File: src/rtl/concat_dec_pkg.sv
package concat_dec_pkg;
  typedef enum logic [1:0] {
    ST_IDLE  = 2'd0,
    ST_OUTER = 2'd1,
    ST_INNER = 2'd2
  } flow_state_t;
endpackage

File: src/rtl/grp_popcount.sv
module grp_popcount #(
  parameter int N  = 4,
  localparam int CW = $clog2(N + 1)
) (
  input  logic [N-1:0]  bits,
  output logic [CW-1:0] cnt
);
  always_comb begin
    cnt = '0;
    for (int i = 0; i < N; i++) begin
      cnt = cnt + CW'(bits[i]);
    end
  end
endmodule

File: src/rtl/trust_expand.sv
module trust_expand #(
  parameter int NUM_GRP = 4,
  parameter int GRP_LEN = 8,
  parameter int SYS_LEN = 36,
  localparam int USED = NUM_GRP * GRP_LEN,
  localparam int PAD  = SYS_LEN - USED
) (
  input  logic [NUM_GRP-1:0] grp_ok,
  output logic [SYS_LEN-1:0] grp_bits,
  output logic [SYS_LEN-1:0] pad_bits
);
  for (genvar g = 0; g < NUM_GRP; g++) begin : g_grp
    assign grp_bits[g*GRP_LEN +: GRP_LEN] = {GRP_LEN{grp_ok[g]}};
    assign pad_bits[g*GRP_LEN +: GRP_LEN] = '0;
  end
  if (PAD > 0) begin : g_pad
    assign grp_bits[SYS_LEN-1:USED] = '0;
    assign pad_bits[SYS_LEN-1:USED] = '1;
  end
endmodule

File: src/rtl/concat_dec_ctrl.sv
module concat_dec_ctrl
  import concat_dec_pkg::*;
#(
  parameter int NUM_GRP   = 4,
  parameter int GRP_LEN   = 8,
  parameter int SYS_LEN   = 36,
  parameter int MAX_OUTER = 2,
  localparam int IW = $clog2(MAX_OUTER + 1),
  localparam int CW = $clog2(NUM_GRP + 1)
) (
  input  logic               clk,
  input  logic               rst,
  input  logic               start,
  output logic               outer_start,
  output logic               outer_src,
  input  logic               outer_done,
  input  logic [NUM_GRP-1:0] outer_ok,
  output logic               inner_start,
  input  logic               inner_done,
  output logic [SYS_LEN-1:0] trust_mask,
  output logic               busy,
  output logic               done,
  output logic               all_ok,
  output logic [IW-1:0]      iter_cnt,
  output logic [NUM_GRP-1:0] fail_map
);
  flow_state_t       state;
  logic [CW-1:0]     ok_cnt;
  logic [CW-1:0]     prev_cnt;
  logic [SYS_LEN-1:0] grp_bits;
  logic [SYS_LEN-1:0] pad_bits;
  logic              every_ok;
  logic              stop_loop;

  grp_popcount #(.N(NUM_GRP)) i_cnt (
    .bits (outer_ok),
    .cnt  (ok_cnt)
  );

  trust_expand #(
    .NUM_GRP (NUM_GRP),
    .GRP_LEN (GRP_LEN),
    .SYS_LEN (SYS_LEN)
  ) i_expand (
    .grp_ok   (outer_ok),
    .grp_bits (grp_bits),
    .pad_bits (pad_bits)
  );

  assign every_ok  = &outer_ok;
  assign stop_loop = every_ok || (ok_cnt == prev_cnt) || (iter_cnt >= IW'(MAX_OUTER));

  always_ff @(posedge clk) begin
    if (rst) begin
      state       <= ST_IDLE;
      outer_start <= 1'b0;
      outer_src   <= 1'b0;
      inner_start <= 1'b0;
      trust_mask  <= '0;
      busy        <= 1'b0;
      done        <= 1'b0;
      all_ok      <= 1'b0;
      iter_cnt    <= '0;
      fail_map    <= '0;
      prev_cnt    <= '0;
    end else begin
      outer_start <= 1'b0;
      inner_start <= 1'b0;
      done        <= 1'b0;
      case (state)
        ST_IDLE: begin
          if (start) begin
            trust_mask  <= '0;
            iter_cnt    <= '0;
            all_ok      <= 1'b0;
            fail_map    <= '0;
            busy        <= 1'b1;
            outer_start <= 1'b1;
            outer_src   <= 1'b0;
            state       <= ST_OUTER;
          end
        end
        ST_OUTER: begin
          if (outer_done) begin
            if (outer_src) begin
              trust_mask <= trust_mask | grp_bits | pad_bits;
            end
            if (outer_src ? stop_loop : every_ok) begin
              all_ok   <= every_ok;
              fail_map <= ~outer_ok;
              done     <= 1'b1;
              busy     <= 1'b0;
              state    <= ST_IDLE;
            end else begin
              prev_cnt    <= ok_cnt;
              inner_start <= 1'b1;
              state       <= ST_INNER;
            end
          end
        end
        ST_INNER: begin
          if (inner_done) begin
            iter_cnt    <= iter_cnt + 1'b1;
            outer_start <= 1'b1;
            outer_src   <= 1'b1;
            state       <= ST_OUTER;
          end
        end
        default: state <= ST_IDLE;
      endcase
    end
  end
endmodule

File: config.mk
export PLATFORM = sky130hd
export DESIGN_NAME = concat_dec_ctrl
export DESIGN_NICKNAME = d
export VERILOG_FILES = /design/src/rtl/concat_dec_pkg.sv /design/src/rtl/grp_popcount.sv /design/src/rtl/trust_expand.sv /design/src/rtl/concat_dec_ctrl.sv
export SDC_FILE = /design/constraint.sdc
export NUM_CORES = 1
export LEC_CHECK = 0
export ABC_AREA = 1
export CAP_MARGIN = 40
export CORE_ASPECT_RATIO = 1.75
export CORE_MARGIN = 2
export CORE_UTILIZATION = 31
export DETAILED_ROUTE_END_ITERATION = 6
export PLACE_DENSITY = 0.57
export SYNTH_ARGS = -nofsm -noshare
export SYNTH_HDL_FRONTEND = slang
export SYNTH_SLANG_ARGS = --single-unit
File: constraint.sdc
create_clock -name clk -period 2.7 [get_ports clk]
set_input_delay 0.81 -clock clk [delete_from_list [all_inputs] [get_ports clk]]
set_output_delay 0.81 -clock clk [all_outputs]
set_load 0.02 [all_outputs]
==> flow_summary.toml <==
[finish]
num-nets-final = 318
final_cell_mix = "52 x clkdlybuf4s50_1, 51 x inv_1, 50 x dfxtp_1, 32 x a21oi_1, 31 x nand2_1"
most_frequent_standard_cell_in_the_layout_excluding_fill_and_tap_cells = "clkdlybuf4s50_1"
antenna_diode_count = 0
fill_cells = 652
multi_input_comb_area_sq_um = 674.4
area.sequential_sq_um = 1001
layout-area-overhead-vs-synth_pct = 45.18
layout_cells_sized_above_1_pct = 16.01
final-instance-count-excl-fill = 384

[power_and_ir_drop]
leakage_nw = 1.173
p_comb_share_pct = 23.2
vdd_drop_max_v = 0.0003696
pwr-share-seq_pct = 49.1
switching_power_mw = 0.5139
power_frac_clock_pct = 27.8
cell_internal_pwr_mw = 1.153
p_sw_share_pct = 30.84
power.density_cell_area_nw_per_um2 = 601.6

[timing]
slew_headroom_pct = 75.64
finalHoldViolCount = 0
grt_setup_unrepaired = "no"
setup_ws_ps = 140.0
layout_skew_ps = 16.17
final_period_minus_worst_setup_slack_ps = 2560
worstMarginPinSlew_ps = 364.9
timing.fmax_mhz = 390.6
slew_violations = 0
setup_viol_count_final = 0
fin_crit_share_pct = 94.81

[clock_tree]
cts_made_buffers = 5
clock_tree.buffer_depth = 2
htree_levels = 2
cts.clk_slew.worst_paths_ps = 90
cts_tree = "done"
cts.root.buffer_cell = "clkbuf_8"
cts_sinks = 50
holdBufCountCts = 0
worstSkewPairLatency_ps = 310

[die]
coreArea_sq_um = 5926
fp-row-count = 37
start_util_pct = 32.20
die_area_sq_um = 6823
chipHeight_microns = 107.8
ioPinCount = 57
die_w_microns = 63.31

[worst_hold_path]
hold_path_class = "flop to flop"
worst_hold_path.num_cells = 2
worst_hold_path.endpoint = "trust_mask[9]"
hold_path.startpoint = "trust_mask[9]"

[setup_path]
crit_arrival_ps = 2800
critPathRequiredTime_ps = 2940
worstSetupPathType = "input pin to flop"
r2r_cell_count = 11
setup.reg_to_reg.worst_slack_ps = 1250
crit_path_max_fanout = 5
timing.rr.end = "prev_cnt[1]"
endpoint_kind_of_the_worst_setup_timing_path = "flop"
worstReg2RegStart = "iter_cnt[0]"
element_type_at_the_critical_path_start = "input pin"

[global_routing]
first_global_vias = 1568
grt_remaining_overflow = 0
gr-usage-all-layers_pct = 13.39
grt_first_pass_wirelength_microns = 7134
maximum_number_of_pins_on_one_net_before_global_route_repair = 34
antenna_found_initial = 0

[yosys]
yosys-top-cells-area = "dfxtp_1 52%, inv_1 11%, a21oi_1 8.4%, nand2_1 6.5%, nor2_1 4.5%"
main_combinational_cell_family_by_area_after_synthesis = "simple AND/OR/NAND/NOR gates"
synthDominantCellAreaShare_pct = 52.46
seq_area_frac_synth_pct = 52.46
yosysTopAreaCell = "dfxtp_1"
syn_inst = 236
synthDistinctLibCells = 23
ys_seq_elements = 50
yosys-mux-area-fraction_pct = 0
synth_compound_gate_area_share_pct = 12.00
post_synth_fa_ha_maj_area_fraction_pct = 3.016
syn_area_per_cell_sq_um = 8.085
syn_nets = 249
yosys_warnings = 0
yosys.area_share.simple_pct = 18.16
mappedNetlistArea_sq_um = 1908
post_synth_xor_area_fraction_pct = 0.4590

[route]
antenna_left = 0
wl_per_cell_microns = 11.52
drt_iter0_drc = 28
detailroute.via_count = 1611
detail_route.drc_violations = 0
drt-total-wl_microns = 4425
number_of_detailed_routing_iterations_run_before_antenna_repair = 4
post_drt_via_cell_ratio = 4.195

[run]
drv_cap = 0

[placement]
pre_cts_slack_ps = -484.8
place_congestion = 0.8542
portBuffers = 56
dp.final_hpwl_microns = 3304
dp.cells = 372

[run_status]
run_status = "finished, final reports clean"
==> state kept, by name (all words and copies together) (netlist names) <==
name and cells:
state 2, inner_start 1, trust_mask 33, outer_src 1, outer_start 1, all_ok 1, done 1, fail_map 4
prev_cnt 3, busy 1, iter_cnt 2
==> per-stage QoR <==
step	total power, mW	hold WS (ps)	util [%]	TNS, ps	cell area, sq um
after floorplan	1.041	494.5	-	0	1908
after global placement	1.196	436.0	43.96	-4694	2605
after detailed placement	1.202	439.3	43.96	-5119	2605
after CTS	1.684	455.1	46.41	0	2750
after global routing	1.760	469.5	46.75	0	2770
final	1.667	452.2	46.75	0	2770
==> cell families (layout without fill, tap and decap cells) <==
logic type      after synthesis  after routing
simple gates                 74             74
buf+inv                      66            136
flops                        50             50
compound gates               41             41
fa+ha+maj                     4              4
xor+xnor                      1              1
==> routing by layer <==
metal,vias up,GRT usage [%],routed length (microns),part of all wire [%]
li1,841,-,-,-
met2,47,24.77,2379,54
met1,712,13.95,1681,38
met5,-,0,0,0
met4,0,7.298,176,4.0
met3,11,2.615,186,4.2
==> how the worst max path moves through the flow <==
stage / startpoint / to / cells after the start
2_1_floorplan: outer_ok[0] / prev_cnt[0] / 17
3_3_place_gp: outer_ok[0] / prev_cnt[0] / 18
3_5_place_dp: outer_ok[0] / prev_cnt[0] / 18
4_1_cts: outer_ok[2] / prev_cnt[0] / 17
5_1_grt: outer_ok[0] / prev_cnt[2] / 17
6_report: outer_ok[0] / prev_cnt[1] / 17
==> final cells by class <==
class                           instances  area share (%)
Sequential cell                        50           36.13
Multi-Input combinational cell        120           24.35
Timing Repair Buffer                   69           24.30
Inverter                               59           8.175
Tap cell                               78           3.523
Clock buffer                            5           2.484
Clock inverter                          3           1.039
==> power by group through the flow <==
stage	sequential, mW	clock [mW]	combinational, mW
3_3_place_gp	0.834	0	0.362
2_1_floorplan	0.885	0	0.155
5_1_grt	0.826	0.513	0.422
3_5_place_dp	0.835	0	0.366
6_report	0.818	0.463	0.386
4_1_cts	0.819	0.482	0.383
==> critical path, stage by stage <==
cell and delay (ps):
dlygate4sd2_1 250, ha_1 270, inv_1 40, fa_1 370, inv_2 80, ha_4 200
nand2_1 50, nand2_1 50, nand3_1 80, nand2_1 60, nand2_2 80, nand2_2 80
nor2_4 170, inv_4 60, nand2_1 50, inv_1 30, nor2_1 70
==> cell usage after synthesis (all sizes together) <==
library cell and count:
fa 1, nor2 26, dfxtp 50, o21ai 4, inv 59, clkbuf 1
nand2 41, ha 3, buf 6, xnor2 1, nor3b 1, nand3 6
a21oi 36, o211a 1
==> what timing repair did <==
item / 4_1_cts / 5_1_grt
pin swaps: 2 / 3
setup endpoints to repair: 11 / 12
gates resized for setup: 8 / 9
setup buffers: 4 / 0
No activity file was read; power rests on OpenSTA's default activity.
